$ cat src/rtl/uart_irq_pkg.sv
package uart_irq_pkg;

  localparam int TRIG_W = 6;
  localparam int CODE_W = 2;
  localparam int HI_W   = TRIG_W - CODE_W;

  typedef struct packed {
    logic              drain_mode;
    logic              rx_fine;
    logic [CODE_W-1:0] rx_code;
    logic [HI_W-1:0]   rx_hi;
    logic [TRIG_W-1:0] tx_thresh;
    logic              thr_en;
    logic              rx_en;
  } irq_cfg_t;

  // coarse receive trigger table, indexed by the 2-bit code
  function automatic logic [TRIG_W-1:0] coarse_level(input logic [CODE_W-1:0] code);
    logic [TRIG_W-1:0] lvl;
    case (code)
      2'd0:    lvl = TRIG_W'(8);
      2'd1:    lvl = TRIG_W'(16);
      2'd2:    lvl = TRIG_W'(56);
      default: lvl = TRIG_W'(60);
    endcase
    return lvl;
  endfunction

endpackage

$ cat src/rtl/irq_rst_sync.sv
module irq_rst_sync #(
  parameter int STAGES = 2
) (
  input  logic clk,
  input  logic rst_n,
  output logic rst_sync_n
);
  logic [STAGES-1:0] sync_q;
  logic [STAGES-1:0] sync_d;

  always_comb begin
    sync_d = {sync_q[STAGES-2:0], 1'b1};
  end

  always_ff @(posedge clk or negedge rst_n) begin
    if (!rst_n) sync_q <= '0;
    else        sync_q <= sync_d;
  end

  assign rst_sync_n = sync_q[STAGES-1];
endmodule

$ cat src/rtl/irq_cfg_regs.sv
module irq_cfg_regs
  import uart_irq_pkg::*;
(
  input  logic     clk,
  input  logic     rst_n,
  input  irq_cfg_t cfg_d,
  output irq_cfg_t cfg_q
);
  logic cfg_ce;

  // load only when a field differs, so the flops hold otherwise
  always_comb begin
    cfg_ce = (cfg_d != cfg_q);
  end

  always_ff @(posedge clk or negedge rst_n) begin
    if (!rst_n)      cfg_q <= '0;
    else if (cfg_ce) cfg_q <= cfg_d;
  end
endmodule

$ cat src/rtl/rx_trig_gen.sv
module rx_trig_gen
  import uart_irq_pkg::*;
#(
  parameter int LVL_W = 7
) (
  input  logic             clk,
  input  logic             rst_n,
  input  logic [LVL_W-1:0] rx_level,
  input  irq_cfg_t         cfg,
  output logic             raw_q,
  output logic             irq_q
);
  logic [TRIG_W-1:0] fine_val;
  logic [TRIG_W-1:0] trig_lvl;
  logic              raw_d;
  logic              irq_d;
  logic              out_ce;

  always_comb begin
    fine_val = {cfg.rx_hi, cfg.rx_code};
    if (cfg.rx_fine) begin
      // an all-zero fine value is illegal; clamp it to one character
      trig_lvl = (fine_val == '0) ? TRIG_W'(1) : fine_val;
    end else begin
      trig_lvl = coarse_level(cfg.rx_code);
    end
    raw_d  = (rx_level >= LVL_W'(trig_lvl));
    irq_d  = raw_d & cfg.rx_en;
    out_ce = (raw_d != raw_q) || (irq_d != irq_q);
  end

  always_ff @(posedge clk or negedge rst_n) begin
    if (!rst_n) begin
      raw_q <= 1'b0;
      irq_q <= 1'b0;
    end else if (out_ce) begin
      raw_q <= raw_d;
      irq_q <= irq_d;
    end
  end
endmodule

$ cat src/rtl/thr_irq_gen.sv
module thr_irq_gen
  import uart_irq_pkg::*;
#(
  parameter int LVL_W = 7
) (
  input  logic             clk,
  input  logic             rst_n,
  input  logic [LVL_W-1:0] tx_level,
  input  logic             tx_shift_busy,
  input  logic             iir_rd,
  input  irq_cfg_t         cfg,
  output logic             pend_q,
  output logic             irq_q,
  output logic             fifo_empty_q
);
  logic path_empty;
  logic below_thr;
  logic cond;
  logic pend_d;
  logic irq_d;
  logic empty_d;
  logic out_ce;

  always_comb begin
    path_empty = (tx_level == '0) && !tx_shift_busy;
    below_thr  = (tx_level < LVL_W'(cfg.tx_thresh));
    cond       = cfg.drain_mode ? path_empty : (below_thr || path_empty);
    // sticky: set by the condition, cleared only by a read once it is gone
    pend_d     = cond || (pend_q && !iir_rd);
    irq_d      = pend_d && cfg.thr_en;
    empty_d    = (tx_level == '0);
    out_ce     = (pend_d != pend_q) || (irq_d != irq_q) || (empty_d != fifo_empty_q);
  end

  always_ff @(posedge clk or negedge rst_n) begin
    if (!rst_n) begin
      pend_q       <= 1'b0;
      irq_q        <= 1'b0;
      fifo_empty_q <= 1'b0;
    end else if (out_ce) begin
      pend_q       <= pend_d;
      irq_q        <= irq_d;
      fifo_empty_q <= empty_d;
    end
  end
endmodule

$ cat src/rtl/fifo_irq_ctrl.sv
module fifo_irq_ctrl
  import uart_irq_pkg::*;
#(
  parameter int DEPTH = 64,
  parameter int LVL_W = $clog2(DEPTH + 1)
) (
  input  logic             clk,
  input  logic             rst_n,
  input  logic [LVL_W-1:0] tx_level,
  input  logic             tx_shift_busy,
  input  logic [LVL_W-1:0] rx_level,
  input  logic             tx_drain_mode,
  input  logic             rx_fine_gran,
  input  logic [1:0]       rx_trig_code,
  input  logic [3:0]       rx_trig_hi,
  input  logic [5:0]       tx_thresh,
  input  logic             thr_en,
  input  logic             rx_en,
  input  logic             iir_rd,
  output logic             thr_irq,
  output logic             rx_irq,
  output logic             thr_raw,
  output logic             rx_raw,
  output logic             lsr_tx_empty
);
  logic     rst_int_n;
  irq_cfg_t cfg_d;
  irq_cfg_t cfg_q;

  irq_rst_sync #(.STAGES(2)) u_rst (
    .clk        (clk),
    .rst_n      (rst_n),
    .rst_sync_n (rst_int_n)
  );

  always_comb begin
    cfg_d.drain_mode = tx_drain_mode;
    cfg_d.rx_fine    = rx_fine_gran;
    cfg_d.rx_code    = rx_trig_code;
    cfg_d.rx_hi      = rx_trig_hi;
    cfg_d.tx_thresh  = tx_thresh;
    cfg_d.thr_en     = thr_en;
    cfg_d.rx_en      = rx_en;
  end

  irq_cfg_regs u_cfg (
    .clk   (clk),
    .rst_n (rst_int_n),
    .cfg_d (cfg_d),
    .cfg_q (cfg_q)
  );

  thr_irq_gen #(.LVL_W(LVL_W)) u_thr (
    .clk           (clk),
    .rst_n         (rst_int_n),
    .tx_level      (tx_level),
    .tx_shift_busy (tx_shift_busy),
    .iir_rd        (iir_rd),
    .cfg           (cfg_q),
    .pend_q        (thr_raw),
    .irq_q         (thr_irq),
    .fifo_empty_q  (lsr_tx_empty)
  );

  rx_trig_gen #(.LVL_W(LVL_W)) u_rx (
    .clk      (clk),
    .rst_n    (rst_int_n),
    .rx_level (rx_level),
    .cfg      (cfg_q),
    .raw_q    (rx_raw),
    .irq_q    (rx_irq)
  );
endmodule

$ cat config.mk
export PLATFORM = sky130hd
export DESIGN_NAME = fifo_irq_ctrl
export DESIGN_NICKNAME = d
export VERILOG_FILES = /design/src/rtl/uart_irq_pkg.sv /design/src/rtl/irq_rst_sync.sv /design/src/rtl/irq_cfg_regs.sv /design/src/rtl/rx_trig_gen.sv /design/src/rtl/thr_irq_gen.sv /design/src/rtl/fifo_irq_ctrl.sv
export SDC_FILE = /design/constraint.sdc
export NUM_CORES = 1
export LEC_CHECK = 0
export BUFFER_PORTS_ARGS = -buffer_cell sky130_fd_sc_hd__clkbuf_2
export CAP_MARGIN = 20
export CORE_ASPECT_RATIO = 1.25
export CORE_MARGIN = 1
export CORE_UTILIZATION = 47
export DETAILED_ROUTE_END_ITERATION = 8
export GPL_TIMING_DRIVEN = 1
export PLACE_DENSITY = 0.76
export SLEW_MARGIN = 20
export SYNTH_ARGS = -nofsm -noshare
export SYNTH_HDL_FRONTEND = slang
export SYNTH_HIERARCHICAL = 1
export SYNTH_SLANG_ARGS = --single-unit
$ cat constraint.sdc
create_clock -name clk -period 1.8 [get_ports clk]
set_clock_uncertainty 0.15 [all_clocks]
set_input_delay 0.36 -clock clk [delete_from_list [all_inputs] [get_ports clk]]
set_output_delay 0.36 -clock clk [all_outputs]
set_load 0.005 [all_outputs]
==> flow_summary.json, run 1 <==
{
  "post_cts_buffers": 0,
  "clkTransAtPathRegs_ns": 0.12,
  "grt_pass1_vias": 846,
  "vias_per_cell": 4.57,
  "drt_wl_total_um": 1930,
  "portBuffers": 38,
  "slowest_delay_ns": 0.42,
  "final_cell_mix": "38 x clkbuf_2, 23 x dfrtp_1, 17 x dlygate4sd3_1",
  "ctsRootBufferMaster": "clkbuf_4",
  "clock_tree.buffer_depth": 2,
  "cts_tree": "built",
  "drcViolationCount": 0,
  "die_y_um": 55.3,
  "relSlewSlack": 0.477,
  "htreeDepth": 1,
  "synth_cell_types": 28,
  "critPathMostFrequentCell": "o21ai_1",
  "drive_gt1_frac": 0.377,
  "async_flop_share": 1.00,
  "pin_count": 39,
  "timing_hold_violations_final": 0,
  "fillers": 155,
  "area_delta_synth_final_pct": 40.0,
  "powerDensity_nw_per_um2": 659,
  "rsz0062_at_grt": "true",
  "antenna_cells": 0,
  "status": "finished, violations left",
  "antenna_found_initial": 0,
  "synth_edf_count": 0,
  "fin_area_um2": 1500,
  "yosysTopAreaCell": "dfrtp_1",
  "path_cells": "or3_1, o21ai_1, ha_1, a21o_1, a211oi_2, o21ai_1",
  "synth-main-ff-cell": "dfrtp_1",
  "synth_top_cell_area_share": 0.538,
  "worst-slew-pin-transition_ns": 0.785,
  "leakage_nw": 0.778,
  "place_inst": 155,
  "violations": "negative setup slack",
  "maxCapViolCount": 0,
  "avgSynthCellArea_um2": 10.8,
  "place.gp.congestion": 0.829,
  "maxSlewViolCount": 0,
  "totalPowerFinal_mw": 0.987,
  "crit_path_max_fanout": 4,
  "whs_endpoint": "u_thr/fifo_empty_q",
  "r2r_start": "u_cfg/cfg_q[14]",
  "mostFrequentLayoutCell": "clkbuf_2",
  "ys_ff_latch": 23,
  "reg2reg_depth": 6,
  "cp_top_family": "compound AO/OA/AOI/OAI gates",
  "finalWorstSetupSlack_ns": -0.0469,
  "rows": 18,
  "dr.first_iter.drc_count": 3,
  "start_util": 0.522,
  "setup.worst_path.class": "flip-flop to flip-flop",
  "synth_warnings": 6,
  "worstSkewPairLatency_ns": 0.31,
  "wl_per_cell_um": 11.0,
  "overflow": 0,
  "whs_ns": 0.0872,
  "place_area_um2": 1270,
  "finalSetupTns_ns": -0.0469,
  "holdPathStages": 2,
  "synth_fp_nets": 144,
  "cts_made_buffers": 3,
  "grt_usage": 0.179,
  "grt_max_degree": 22,
  "cp-end-kind": "flip-flop",
  "core_um2": 2050,
  "syn_inst": 99,
  "worstPathRequired_ns": 1.85,
  "fin_util": 0.731,
  "yosysSeqAreaShare": 0.538,
  "cp_data_arrival_time_ns": 1.90,
  "dp_slack_ns": -0.0742,
  "dieArea_um2": 2470,
  "r2r-end": "u_rx/raw_q",
  "firstDrtPassIters": 2,
  "min_period_ns": 1.85,
  "crit_buf_inv": 0,
  "fin_cells": 176,
  "critPathSlowestCell": "dfrtp_1",
  "crit_path_start_kind": "flip-flop",
  "final_net_count": 192,
  "clock_sinks": 23,
  "synth.area.top_cells": "dfrtp_1 54%, ha_1 13%, clkbuf_1 5.6%",
  "r2r_setup_slack_ns": -0.05,
  "hp-start": "tx_level[0]",
  "hold_path.class": "input pin to flip-flop",
  "synth_area_um2": 1070,
  "chipWidth_um": 44.7,
  "dpl.hpwl_um": 1420,
  "ir_drop_mv": 0.770,
  "ant_nets": 0,
  "min_period_over_period": 1.03,
  "grt_pass1_wl_um": 3220,
  "setup-violations-final": 1,
  "fmax_ghz": 0.541,
  "vias": 805
}
[cell families after synthesis]
group | synth area share
compound gates | 0.118
buf+inv | 0.0877
simple gates | 0.124
flops | 0.538
other cells | 0.00351
fa+ha+maj | 0.129
[where the power goes]
| part | internal, mW | switching (mW) |
|---|---|---|
| Combinational | 0.113 | 0.0756 |
| Sequential | 0.546 | 0.0206 |
| Clock | 0.0846 | 0.147 |
| Total | 0.743 | 0.243 |
[cell usage after synthesis (2+ instances only)]
cell type,count
nand2_1,4
a21o_1,3
nor2_1,3
inv_1,9
nor3_1,2
nand4_1,2
nand3_1,2
clkbuf_1,16
dfrtp_1,23
a21oi_1,3
ha_1,11
o21ai_0,4
nor2b_1,2
[worst max path at each step]
stage | start | endpoint | slack [ns] | depth (start not counted)
2_1_floorplan | u_cfg/cfg_q[14] | u_rx/raw_q | 0.01 | 6
3_3_place_gp | u_cfg/cfg_q[13] | u_rx/raw_q | 0.006 | 6
3_5_place_dp | u_cfg/cfg_q[13] | u_rx/raw_q | -0.07 | 6
4_1_cts | u_cfg/cfg_q[14] | u_rx/raw_q | -0.05 | 6
5_1_grt | u_cfg/cfg_q[14] | u_rx/raw_q | -0.11 | 6
6_report | u_cfg/cfg_q[14] | u_rx/raw_q | -0.05 | 6
[timing repair]
action                                  4_1_cts  5_1_grt
gates resized for setup                       2        4
endpoints found under the setup margin        2        2
endpoints found under the hold margin        14        4
pin swaps                                     4        4
hold buffers                                 13        4
[layout make-up]
type / instances / area (um2) / share of cell area
Tap cell: 30 / 37.5 / 0.0251
Timing Repair Buffer: 59 / 390 / 0.261
Sequential cell: 23 / 576 / 0.384
Clock inverter: 1 / 7.51 / 0.00501
Inverter: 9 / 33.8 / 0.0226
Multi-Input combinational cell: 51 / 430 / 0.287
Clock buffer: 3 / 22.5 / 0.0150
[metal layers]
layer  vias to the layer above  wire, um  track usage
met4                         0        18       0.0606
met2                        26      1080        0.324
met3                         2       103       0.0588
li1                        417         -            -
met5                         -         0            0
met1                       360       727        0.185
[registers in the layout, indices dropped and copies added (netlist names)]
name and cells:
u_cfg/cfg_q 16, u_rst/sync_q 2, u_rx/irq_q 1, u_rx/raw_q 1, u_thr/fifo_empty_q 1, u_thr/irq_q 1
u_thr/pend_q 1
(Power assumes the default switching activity.)
==> inputs of run 2 (changes only) <==
--- a/config.mk
+++ b/config.mk
@@ -9,10 +9,10 @@
 export CAP_MARGIN = 20
 export CORE_ASPECT_RATIO = 1.25
 export CORE_MARGIN = 1
-export CORE_UTILIZATION = 47
+export CORE_UTILIZATION = 51
 export DETAILED_ROUTE_END_ITERATION = 8
 export GPL_TIMING_DRIVEN = 1
-export PLACE_DENSITY = 0.76
+export PLACE_DENSITY = 0.82
 export SLEW_MARGIN = 20
 export SYNTH_ARGS = -nofsm -noshare
 export SYNTH_HDL_FRONTEND = slang
==> flow_summary.json, run 2 (synthesized netlist as in run 1, its figures left out) <==
{
  "status": "finished, violations left",
  "violations": "negative setup slack",
  "grt_pass1_wl_um": 3270,
  "final_net_count": 193,
  "cts_tree": "built",
  "fin_area_um2": 1470,
  "totalPowerFinal_mw": 0.992,
  "critPathMostFrequentCell": "o21ai_1",
  "timing_hold_violations_final": 0,
  "powerDensity_nw_per_um2": 673,
  "drt_wl_total_um": 2200,
  "overflow": 0,
  "cp_data_arrival_time_ns": 1.95,
  "slowest_delay_ns": 0.42,
  "place_area_um2": 1250,
  "leakage_nw": 0.781,
  "finalWorstSetupSlack_ns": -0.0902,
  "rows": 18,
  "cp_num_cells": 6,
  "critPathSlowestCell": "dfrtp_1",
  "grt_usage": 0.205,
  "cp-startpoint": "u_cfg/cfg_q[13]",
  "finalSetupTns_ns": -0.118,
  "antenna_found_initial": 0,
  "dr.first_iter.drc_count": 22,
  "crit_path_max_fanout": 3,
  "maxCapViolCount": 0,
  "chipWidth_um": 43.0,
  "cts_made_buffers": 3,
  "portBuffers": 38,
  "grt_pass1_vias": 874,
  "ir_drop_mv": 0.539,
  "htreeDepth": 1,
  "fin_cells": 167,
  "place.gp.congestion": 0.772,
  "final_cell_mix": "38 x clkbuf_2, 23 x dfrtp_1, 17 x dlygate4sd3_1",
  "maxSlewViolCount": 0,
  "grt_max_degree": 22,
  "mostFrequentLayoutCell": "clkbuf_2",
  "die_y_um": 53.2,
  "r2r-end": "u_rx/raw_q",
  "rsz0062_at_grt": "true",
  "dieArea_um2": 2290,
  "dpl.hpwl_um": 1480,
  "top_regs": "u_cfg/cfg_q: 16 flops, u_rst/sync_q: 2 flops",
  "fmax_ghz": 0.529,
  "fin_util": 0.744,
  "path_cells": "or3_1, o21ai_1, ha_1, a21o_1, a211oi_2, o21ai_1",
  "ant_nets": 0,
  "crit_end": "u_rx/raw_q",
  "reg2reg_depth": 6,
  "relSlewSlack": 0.482,
  "worstPathRequired_ns": 1.86,
  "hold_path.class": "input pin to flip-flop",
  "top_register": "u_cfg/cfg_q",
  "worstSkewPairLatency_ns": 0.31,
  "vias_per_cell": 5.31,
  "area_delta_synth_final_pct": 37.8,
  "setup.worst_path.class": "flip-flop to flip-flop",
  "setup-violations-final": 2,
  "min_period_over_period": 1.05,
  "start_util": 0.540,
  "crit_path_start_kind": "flip-flop",
  "pin_count": 39,
  "min_period_ns": 1.89,
  "cp-end-kind": "flip-flop",
  "clock_tree.buffer_depth": 2,
  "core_um2": 1980,
  "cp_top_family": "compound AO/OA/AOI/OAI gates",
  "largest_reg_flops": 16,
  "clock_sinks": 23,
  "firstDrtPassIters": 4,
  "place_inst": 144,
  "clkTransAtPathRegs_ns": 0.12,
  "ctsRootBufferMaster": "clkbuf_4",
  "fillers": 139,
  "drcViolationCount": 0,
  "r2r_setup_slack_ns": -0.09,
  "worst-slew-pin-transition_ns": 0.777,
  "r2r_start": "u_cfg/cfg_q[13]",
  "drive_gt1_frac": 0.374,
  "antenna_cells": 0,
  "crit_buf_inv": 0,
  "vias": 886,
  "wl_per_cell_um": 13.1
}
run 2: metrics by stage:
step | hold slack [ns] | setup WS (ns)
final | 0.0982 | -0.0902
after detailed placement | -0.00253 | -0.0736
after global routing | 0.0955 | -0.129
after global placement | -0.00487 | -0.0124
after floorplan | -0.0856 | 0.0134
after CTS | 0.000690 | -0.0196
run 2: worst register-to-register path: cells and delay by family (launching register included):
kind,cells,cell delay [ns]
fa+ha+maj,1,0.27
simple gates,1,0.36
flops,1,0.42
compound gates,4,0.58
run 2: power by group:
group,switching (mW),internal (mW)
registers,0.0201,0.546
logic,0.0796,0.111
clock network,0.153,0.0831
run 2: area by class of cell:
type / instances / area (um2) / area share
well taps: 20 / 25.0 / 0.0170
inverters: 9 / 33.8 / 0.0229
clock buffers: 3 / 22.5 / 0.0153
clock inverters: 1 / 5.00 / 0.00340
flip-flops and latches: 23 / 576 / 0.390
multi-input cells: 51 / 414 / 0.281
repair buffers: 60 / 398 / 0.270
run 2: worst min path at each step:
stage | from | to | cells after the start
5_1_grt | tx_level[0] | u_thr/fifo_empty_q | 2
3_5_place_dp | rst_n | u_rst/sync_q[1] | 1
6_report | tx_level[0] | u_thr/fifo_empty_q | 2
3_3_place_gp | rst_n | u_rst/sync_q[0] | 1
2_1_floorplan | rst_n | u_rst/sync_q[0] | 0
4_1_cts | thr_en | u_cfg/cfg_q[1] | 1
run 2: timing repair:
action,in CTS,in global routing
pin swaps,1,0
cloned,0,0
endpoints found under the hold margin,16,2
endpoints found under the setup margin,2,2
setup buffers,2,0
resized for setup,3,1
hold buffers,15,2
run 2: metal layers:
layer / routed length, um / GRT usage / up-vias
met5: 0 / 0 / -
met4: 121 / 0.217 / 0
met3: 99 / 0.0478 / 15
met2: 1280 / 0.371 / 44
met1: 698 / 0.171 / 411
li1: - / - / 416
